### src/rtl/sps_pkg.sv
package sps_pkg;
  typedef enum logic [2:0] {
    ST_IDLE,
    ST_LOAD,
    ST_GAP,
    ST_LAUNCH,
    ST_CAPT,
    ST_UNLOAD
  } sps_state_e;

  // Chain action requested for the following cycle
  typedef struct packed {
    logic ce;     // clock the chain
    logic se;     // scan-enable level
    logic sin;    // serial bit into the chain
    logic unl;    // this shift unloads a response bit
    logic fin;    // this shift moves out the final response bit
    logic start;  // first bit of a run accepted
  } sps_issue_t;
endpackage

### src/rtl/sps_counter.sv
module sps_counter #(
  parameter int W = 4
) (
  input  logic         clk,
  input  logic         rst,
  input  logic         clr,
  input  logic         inc,
  output logic [W-1:0] q
);
  always_ff @(posedge clk) begin
    if (rst || clr) q <= '0;
    else if (inc)   q <= q + 1'b1;
  end
endmodule

### src/rtl/sps_ctrl.sv
module sps_ctrl
  import sps_pkg::*;
#(
  parameter int CHAIN_LEN = 32,
  parameter int GAP_W     = 4
) (
  input  logic             clk,
  input  logic             rst,
  input  logic             mode_los,
  input  logic [GAP_W-1:0] idle_gap,
  input  logic             pat_valid,
  input  logic             pat_data,
  input  logic             pat_last,
  output logic             pat_ready,
  output sps_issue_t       iss
);
  localparam int CW = $clog2(CHAIN_LEN + 1);
  localparam logic [CW-1:0] END_FULL  = CW'(CHAIN_LEN - 1);
  localparam logic [CW-1:0] END_SHORT = CW'(CHAIN_LEN - 2);

  sps_state_e st_q, st_n;
  logic             mode_q, last_q, unl_q;
  logic [GAP_W-1:0] gap_q;
  logic [CW-1:0]    cnt;
  logic [GAP_W-1:0] gcnt;
  logic cnt_inc, cnt_clr, gcnt_inc, gcnt_clr;

  logic in_load, first_bit, take, mode_eff, load_end;
  logic [GAP_W-1:0] gap_eff;

  assign in_load   = (st_q == ST_IDLE) || (st_q == ST_LOAD);
  assign first_bit = in_load && (cnt == '0);
  assign pat_ready = in_load || ((st_q == ST_LAUNCH) && mode_q);
  assign take      = pat_valid && pat_ready;
  assign mode_eff  = first_bit ? mode_los : mode_q;
  assign gap_eff   = first_bit ? idle_gap : gap_q;
  assign load_end  = mode_eff ? (cnt == END_SHORT) : (cnt == END_FULL);

  sps_counter #(.W(CW)) u_shift_cnt (
    .clk(clk), .rst(rst), .clr(cnt_clr), .inc(cnt_inc), .q(cnt)
  );

  sps_counter #(.W(GAP_W)) u_gap_cnt (
    .clk(clk), .rst(rst), .clr(gcnt_clr), .inc(gcnt_inc), .q(gcnt)
  );

  always_comb begin
    st_n     = st_q;
    iss      = '{ce: 1'b0, se: 1'b1, sin: 1'b0, unl: 1'b0, fin: 1'b0, start: 1'b0};
    cnt_inc  = 1'b0;
    cnt_clr  = 1'b0;
    gcnt_inc = 1'b0;
    gcnt_clr = 1'b0;
    unique case (st_q)
      ST_IDLE, ST_LOAD: begin
        if (take) begin
          iss.ce    = 1'b1;
          iss.sin   = pat_data;
          iss.unl   = unl_q;
          iss.start = (st_q == ST_IDLE);
          if (load_end) begin
            cnt_clr = 1'b1;
            if (mode_eff || (gap_eff == '0)) begin
              st_n = ST_LAUNCH;
            end else begin
              st_n     = ST_GAP;
              gcnt_clr = 1'b1;
            end
          end else begin
            cnt_inc = 1'b1;
            st_n    = ST_LOAD;
          end
        end
      end
      ST_GAP: begin
        iss.se = 1'b0;
        if (gcnt == gap_q - GAP_W'(1)) st_n = ST_LAUNCH;
        else                           gcnt_inc = 1'b1;
      end
      ST_LAUNCH: begin
        if (mode_q) begin
          if (take) begin
            iss.ce  = 1'b1;
            iss.sin = pat_data;
            iss.unl = unl_q;
            st_n    = ST_CAPT;
          end
        end else begin
          iss.ce = 1'b1;
          iss.se = 1'b0;
          st_n   = ST_CAPT;
        end
      end
      ST_CAPT: begin
        iss.ce = 1'b1;
        iss.se = 1'b0;
        st_n   = last_q ? ST_UNLOAD : ST_LOAD;
      end
      ST_UNLOAD: begin
        iss.ce  = 1'b1;
        iss.unl = 1'b1;
        if (cnt == END_FULL) begin
          cnt_clr = 1'b1;
          iss.fin = 1'b1;
          st_n    = ST_IDLE;
        end else begin
          cnt_inc = 1'b1;
        end
      end
      default: st_n = ST_IDLE;
    endcase
  end

  always_ff @(posedge clk) begin
    if (rst) begin
      st_q   <= ST_IDLE;
      mode_q <= 1'b0;
      gap_q  <= '0;
      last_q <= 1'b0;
      unl_q  <= 1'b0;
    end else begin
      st_q <= st_n;
      if (take && first_bit) begin
        mode_q <= mode_los;
        gap_q  <= idle_gap;
      end
      if (st_q == ST_CAPT) begin
        last_q <= 1'b0;
        unl_q  <= ~last_q;
      end else if (take && pat_last) begin
        last_q <= 1'b1;
      end
    end
  end

  // an unload stage never asks for pattern data
  p_unload_no_ready_r7: assert property (@(posedge clk) disable iff (rst)
    (st_q == ST_UNLOAD) |-> !pat_ready);

  // a quiet gap is always left for the launch state
  p_gap_exit_launch_r5: assert property (@(posedge clk) disable iff (rst)
    (st_q == ST_GAP && st_n != ST_GAP) |=> (st_q == ST_LAUNCH));
endmodule

### src/rtl/sps_port.sv
module sps_port
  import sps_pkg::*;
(
  input  logic       clk,
  input  logic       rst,
  input  sps_issue_t iss,
  input  logic       scan_out,
  output logic       scan_en,
  output logic       chain_ce,
  output logic       scan_in,
  output logic       rsp_valid,
  output logic       rsp_data,
  output logic       done
);
  logic tag_unl_q, tag_fin_q;

  always_ff @(posedge clk) begin
    if (rst) begin
      scan_en   <= 1'b1;
      chain_ce  <= 1'b0;
      scan_in   <= 1'b0;
      tag_unl_q <= 1'b0;
      tag_fin_q <= 1'b0;
      rsp_valid <= 1'b0;
      rsp_data  <= 1'b0;
      done      <= 1'b0;
    end else begin
      scan_en   <= iss.se;
      chain_ce  <= iss.ce;
      scan_in   <= iss.sin;
      tag_unl_q <= iss.ce && iss.se && iss.unl;
      tag_fin_q <= iss.fin;
      rsp_valid <= chain_ce && tag_unl_q;
      rsp_data  <= scan_out;
      if (iss.start)      done <= 1'b0;
      else if (tag_fin_q) done <= 1'b1;
    end
  end

  // every response bit comes from a shift in the previous cycle
  p_rsp_from_shift_r8: assert property (@(posedge clk) disable iff (rst)
    rsp_valid |-> $past(chain_ce && scan_en));
endmodule

### src/rtl/scan_pair_seq.sv
module scan_pair_seq
  import sps_pkg::*;
#(
  parameter int CHAIN_LEN = 32,
  parameter int GAP_W     = 4
) (
  input  logic             clk,
  input  logic             rst,
  input  logic             mode_los,
  input  logic [GAP_W-1:0] idle_gap,
  input  logic             pat_valid,
  input  logic             pat_data,
  input  logic             pat_last,
  output logic             pat_ready,
  output logic             scan_en,
  output logic             chain_ce,
  output logic             scan_in,
  input  logic             scan_out,
  output logic             rsp_valid,
  output logic             rsp_data,
  output logic             done
);
  sps_issue_t iss;

  sps_ctrl #(.CHAIN_LEN(CHAIN_LEN), .GAP_W(GAP_W)) u_ctrl (
    .clk(clk), .rst(rst), .mode_los(mode_los), .idle_gap(idle_gap),
    .pat_valid(pat_valid), .pat_data(pat_data), .pat_last(pat_last),
    .pat_ready(pat_ready), .iss(iss)
  );

  sps_port u_port (
    .clk(clk), .rst(rst), .iss(iss), .scan_out(scan_out),
    .scan_en(scan_en), .chain_ce(chain_ce), .scan_in(scan_in),
    .rsp_valid(rsp_valid), .rsp_data(rsp_data), .done(done)
  );

  // outputs at their reset levels right after reset
  p_reset_state_r1: assert property (@(posedge clk)
    $past(rst) |-> (scan_en && !chain_ce && !done && !rsp_valid));

  // at most two functional clocks back to back
  p_func_run_max_r6: assert property (@(posedge clk) disable iff (rst)
    (chain_ce && !scan_en && $past(chain_ce && !scan_en)) |=> !(chain_ce && !scan_en));

  // a quiet cycle keeps scan-enable low until launch
  p_gap_leads_launch_r5: assert property (@(posedge clk) disable iff (rst)
    (!chain_ce && !scan_en) |=> !scan_en);

  // chain idle while done is shown
  p_done_quiet_r10: assert property (@(posedge clk) disable iff (rst)
    done |-> !chain_ce);
endmodule

### config.mk
export PLATFORM = sky130hd
export DESIGN_NAME = scan_pair_seq
export DESIGN_NICKNAME = d
export VERILOG_FILES = /design/src/rtl/sps_pkg.sv /design/src/rtl/sps_counter.sv /design/src/rtl/sps_ctrl.sv /design/src/rtl/sps_port.sv /design/src/rtl/scan_pair_seq.sv
export SDC_FILE = /design/constraint.sdc
export NUM_CORES = 1
export LEC_CHECK = 0
export BUFFER_PORTS_ARGS = -buffer_cell sky130_fd_sc_hd__buf_2
export CORE_UTILIZATION = 40
export DETAILED_ROUTE_END_ITERATION = 10
export GPL_TIMING_DRIVEN = 1
export PLACE_DENSITY = 0.66
export SETUP_SLACK_MARGIN = 0.4
export SYNTH_ARGS = -nofsm -noshare
export SYNTH_HDL_FRONTEND = slang
export SYNTH_HIERARCHICAL = 1
export SYNTH_SLANG_ARGS = --single-unit
### constraint.sdc
create_clock -name clk -period 2.7 [get_ports clk]
set_clock_uncertainty 0.2 [all_clocks]
set_input_delay 0.27 -clock clk [delete_from_list [all_inputs] [get_ports clk]]
set_output_delay 0.27 -clock clk [all_outputs]
set_load 0.02 [all_outputs]
### After elaboration in Yosys (flattened, before gate mapping)

Index checks and enable logic that the tools add are counted.

* add/sub/neg operators: 3
* reduce and logical (&&, ||, !) cells: 23
* mux-type cells: 37
* bitwise gates (word level): 2
* equal/unequal tests: 12

Operators by type and width (count)
* 3-bit two-way mux: 7
* 1-bit two-way mux: 20
* 3-bit one-hot mux with 5 select lines: 1
* 6-bit by 5-bit equality test with 1-bit output, second input constant: 2
* 2-bit OR reduction: 6
* 1-bit logical AND: 8
* 1-bit one-hot mux with 2 select lines: 4
* 6-bit by 1-bit adder with 6-bit output, second input constant: 1
* 3-bit by 2-bit equality test with 1-bit output, second input constant: 2
* 3-bit equality test, second input constant: 2
* 6-bit zero test: 1
* 2-bit by 1-bit != test with 1-bit output, second input constant: 3
* 1-bit one-hot mux with 3 select lines: 2
* 1-bit logical OR: 5
* 4-bit by 1-bit adder with 4-bit output, second input constant: 1
* 4-bit equality test: 1
* 4-bit zero test: 1
* 2-bit two-way mux: 2
* 4-bit two-way mux: 1
* 4-bit AND reduction: 1
* 4-bit by 1-bit subtractor with 4-bit output, second input constant: 1
* 3-bit by 1-bit equality test with 1-bit output, second input constant: 1
* 3-bit zero test: 1
* 3-bit != test, second input constant: 1
* 1-bit inverter: 2

* output and inout bits: 7
* input bits: 11
* bits in registers: 28
* logic and storage cells: 92

### Depth between registers and ports, before layout

* depth after elaboration: 11
* mapped depth: 7
* gate-level depth less buffers: 7

### By module

The synthesis kept the hierarchy.

By module, submodules not included
* sps_ctrl: cells an instance 93, area each 784.5 um^2, instances 1, seq. area each 200.2 um^2
* sps_counter (u_ctrl.u_shift_cnt): cells an instance 26, area each 249.0 um^2, instances 1, seq. area each 120.1 um^2
* sps_port: cells an instance 18, area each 224.0 um^2, instances 1, seq. area each 160.2 um^2
* sps_counter (u_ctrl.u_gap_cnt): cells an instance 17, area each 177.7 um^2, instances 1, seq. area each 80.1 um^2

### Least setup slack after synthesis

No wires, ideal clock.

* path type: register to register
* start point: register u_ctrl.u_shift_cnt.q[1]
* end point: register u_ctrl.u_shift_cnt.q[5]
* path buffers: 0
* arrival time: 1.971 ns
* path slack: 0.459 ns
* period minus slack after synthesis: 2.241 ns
* stages on the path, launching flop included: 8
* required time: 2.430 ns
* setup time: 0.070 ns
* cells stage by stage: dfxtp_1 -> nor4_4 -> a31o_1 -> a211oi_2 -> o21ai_1 -> nand4_2 -> or3_1 -> a21oi_1

RTL lines
* start, declared: RTL line sps_counter.sv:8 `output logic [W-1:0] q`
* start signal, assigned: RTL line sps_counter.sv:12 `else if (inc) q <= q + 1'b1;`
* 6-bit zero test: RTL line sps_ctrl.sv:32 `assign first_bit = in_load && (cnt == '0);`
* 1-bit logical AND: RTL line sps_ctrl.sv:32
* 1-bit two-way mux: RTL line sps_ctrl.sv:35 `assign mode_eff = first_bit ? mode_los : mode_q;`
* 1-bit two-way mux: RTL line sps_ctrl.sv:37 `assign load_end = mode_eff ? (cnt == END_SHORT) : (cnt == END_FULL);`
* 1-bit two-way mux: RTL line sps_ctrl.sv:61 `if (load_end) begin`
* 1-bit two-way mux: RTL line sps_ctrl.sv:56 `if (take) begin`
* 1-bit one-hot mux with 2 select lines *: RTL line sps_ctrl.sv:54 `unique case (st_q)`
* net u_ctrl.cnt_inc: RTL line sps_ctrl.sv:26 `logic cnt_inc, cnt_clr, gcnt_inc, gcnt_clr;`

The timed path passes the listed nets; every way through them passes the cells marked *.
A chain may end at the register's enable or synchronous reset.

### Final worst setup path

* start point: register u_ctrl.u_shift_cnt.q[2]
* end point: register u_ctrl.u_shift_cnt.q[5]

The elaborated chain is that of the path after synthesis.

==> impl_metrics.csv <==
group,metric,value,unit
logic_synthesis,synth_top_area_frac,0.3906,
sta,final_max_slew_viol_count,0,
sta,max_freq,0.4713,GHz
run,cap_viol_max_count,0,
logic_synthesis,synthFlopType,"dfxtp_1",
routing,drtIter0Drc,71,
sta,finalCritPeriodShare,0.7859,
critical_path,path_max_fanout,5,
logic_synthesis,yosys.area.top_type,"dfxtp_1",
final_layout,synthToLayoutAreaGrowth,17.87,%
critical_path,worst-path-buf-inv,0,
grt,grt_max_degree,24,
sta,final-setup-viol-count,0,
grt,grt_pass1_vias,964,
run_status,outcome,"finished clean",
final_layout,seq_area,561.8,um^2
power,leakage,0.0007292,uW
place,port_buffers,17,
critical_path,worstPathArrival,2.19,ns
critical_path,cp_top_family,"simple AND/OR/NAND/NOR gates",
routing,drc,0,
critical_path,required,2.77,ns
cts,htreeDepth,1,
logic_synthesis,synthArstFlopShare,0,
logic_synthesis,ys_seq_elements,28,
logic_synthesis,synth_edf_count,0,
worst_hold_path,hp-class,"input port to register",
cts,cts.sinks,28,
cts,clk_latency,0.34,ns
floorplanning,die_y,61.90,um
power,power_density,447.9,nW/um^2
critical_path,start_kind,"register",
place,post_dp_cell_area,1578,um^2
power,ir_drop,0.0001680,V
final_layout,multi_input_area,834.6,um^2
critical_path,worst_path_max_delay_cell,"dfxtp_1",
sta,hold_violations,0,
final_layout,drive_above_1_share,0.2778,
critical_path,max_stage_delay,0.41,ns
logic_synthesis,synth_area,1435,um^2
routing,viasPerCell,5.155,
logic_synthesis,synthDistinctLibCells,51,
place,hpwl,1.966,mm
power,fin_total_pwr,757.7,uW
floorplanning,die_area,3832,um^2
sta,timing.setup.tns,0,ns
cts,cts_tree,"done",
logic_synthesis,seq_area_frac_synth,0.3906,
cts,root_buffer,"clkbuf_4",
logic_synthesis,syn_nets,168,
floorplanning,io_pins,18,
grt,grt_antenna_before_repair,0,
final_layout,antennaDiodeCount,0,
floorplanning,core_area,3390,um^2
sta,rsz0062_at_grt,"false",
place,gp_congestion,0.8036,
sta,relSlewSlack,0.6075,
logic_synthesis,syn_avg_cell_area,9.319,um^2
floorplanning,num_rows,21,
floorplanning,start_util,0.4234,
logic_synthesis,synth_warnings,6,
final_layout,nNetsFinal,195,
critical_path,cp_cell_sequence,"nor4_4 -> a31o_1 -> a211oi_2 -> o21ai_2 -> nand4_2 -> or3_1 -> a21oi_1",
cts,cts_buffers,3,
routing,wl_per_cell,11.93,um
final_layout,fin_area,1692,um^2
routing,ant_nets,0,
final_layout,n_fill_cell,321,
cts,cts.reportedPaths.clkPinSlew,0.15,ns
critical_path,critical_path_class,"register to register",
sta,worst_slew_pin_slew,0.5875,ns
cts,cts.path.max_buffers,2,
logic_synthesis,synth_cells,154,
grt,track_usage,0.1490,
routing,dr_total_vias,1165,
grt,grt_pass1_wl,4.160,mm
routing,wirelength,2.697,mm
critical_path,end_kind,"register",
sta,hold_ws,0.04616,ns
logic_synthesis,synth_area_leaders,"dfxtp_1, nor2_1, xor2_1, mux2i_1, ha_1",
sta,finalCriticalPeriod,2.122,ns
floorplanning,chipWidth,61.90,um
grt,gr-total-overflow,0,
routing,first_pass_iters,4,
==> where the power goes <==
| part | leakage (uW) | internal [uW] | total [uW] | switching [uW] |
|---|---|---|---|---|
| registers | 0.000228 | 427 | 447 | 20.1 |
| clock network | 0.0000210 | 82.7 | 205 | 122 |
| logic | 0.000480 | 56.9 | 106 | 48.6 |
| total | 0.000729 | 567 | 758 | 191 |
==> flip-flops by register name (all words and copies together), names as in the netlist <==
register and flops:
u_ctrl/u_shift_cnt/q 6, u_port/tag_unl_q 1, u_port/chain_ce 1, u_ctrl/gap_q 4, u_ctrl/mode_q 1, u_ctrl/u_gap_cnt/q 4
u_ctrl/last_q 1, u_ctrl/st_q 3, u_port/rsp_data 1, u_port/rsp_valid 1, u_ctrl/unl_q 1, u_port/done 1
u_port/scan_in 1, u_port/scan_en 1, u_port/tag_fin_q 1
==> cells in the final DEF (no fill, tap or decap), types with 2 or more instances in the layout <==
master         count
buf_4              5
nand2_1           10
a21oi_1            6
nor3_1             5
nand3b_1           2
nor2_1            21
or2_2              4
dlygate4sd3_1      6
nand4_1            2
a31o_1             2
nor3b_1            3
o21ai_0            3
xnor2_1            4
a211oi_1           2
and2b_2            3
buf_2             17
xor2_1             7
clkbuf_4           3
dfxtp_1           27
mux2i_1            6
and4b_1            2
ha_1               3
nand4b_2           2
inv_1              4
==> routing by layer <==
metal  global-route usage  vias to the layer above  part of all wire
met2               0.2396                       25              0.47
li1                     -                      596                 -
met4              0.06667                        0             0.013
met5                    0                        -                 0
met3              0.02484                        4             0.035
met1               0.1962                      540              0.48
==> layout make-up <==
| class | instances | share of cell area |
|---|---|---|
| Inverter | 5 | 0.01109 |
| Tap cell | 46 | 0.03402 |
| Clock buffer | 4 | 0.02145 |
| Sequential cell | 28 | 0.3321 |
| Timing Repair Buffer | 28 | 0.1080 |
| Multi-Input combinational cell | 115 | 0.4933 |
==> stage by stage <==
step	util	std cells	setup slack (ns)
floorplan	-	154	0.4592
global placement	0.4655	215	0.5614
detailed placement	0.4655	215	0.4744
CTS	0.4910	224	0.4243
global route	0.4991	226	0.4458
finish	0.4991	226	0.5781
==> path summary, 6_finish.rpt <==
path	startpoint	end	slack, ns	cells after the start
worst min-delay path	pat_data	u_port/scan_in$_SDFF_PP0_	0.05	3
worst max-delay path	u_ctrl/u_shift_cnt/q[2]$_SDFFE_PP0P_	u_ctrl/u_shift_cnt/q[5]$_SDFFE_PP0P_	0.58	7
worst min register to register	u_port/tag_unl_q$_SDFF_PP0_	u_port/rsp_valid$_SDFF_PP0_	0.22	2
worst max register to register	u_ctrl/u_shift_cnt/q[2]$_SDFFE_PP0P_	u_ctrl/u_shift_cnt/q[5]$_SDFFE_PP0P_	0.58	7
==> worst min-delay path: stages <==
cell and delay [ns]:
buf_2 0.08, and2_1 0.10, and2b_2 0.12
==> cell families after synthesis <==
family	count (synthesis)	synth area share
compound gates	27	0.1412
simple gates	67	0.2912
flops	28	0.3906
buf+inv	11	0.03400
xor+xnor	11	0.06713
mux	7	0.04970
fa+ha+maj	3	0.02616
==> what timing repair did <==
item | 4_1_cts | 5_1_grt
endpoints found under the setup margin | 0 | 3
gates resized for setup | 0 | 3
setup buffers | 0 | 1
hold endpoints to repair | 5 | 1
hold buffers | 5 | 1
==> Yosys cell counts, types with 2 or more instances <==
cell type / instances
and4b_1: 2
nand4_1: 2
nor3_1: 6
mux2i_1: 6
a21oi_1: 6
a31o_1: 2
or2_2: 4
xor2_1: 7
clkbuf_1: 2
nor2_1: 21
nand3b_1: 2
nand2_1: 10
a211oi_1: 2
nand4b_2: 2
ha_1: 3
o21ai_0: 3
dfxtp_1: 28
inv_1: 4
nor3b_1: 3
buf_2: 3
and2b_2: 3
xnor2_1: 4
Power figures use the tool's default switching activity.
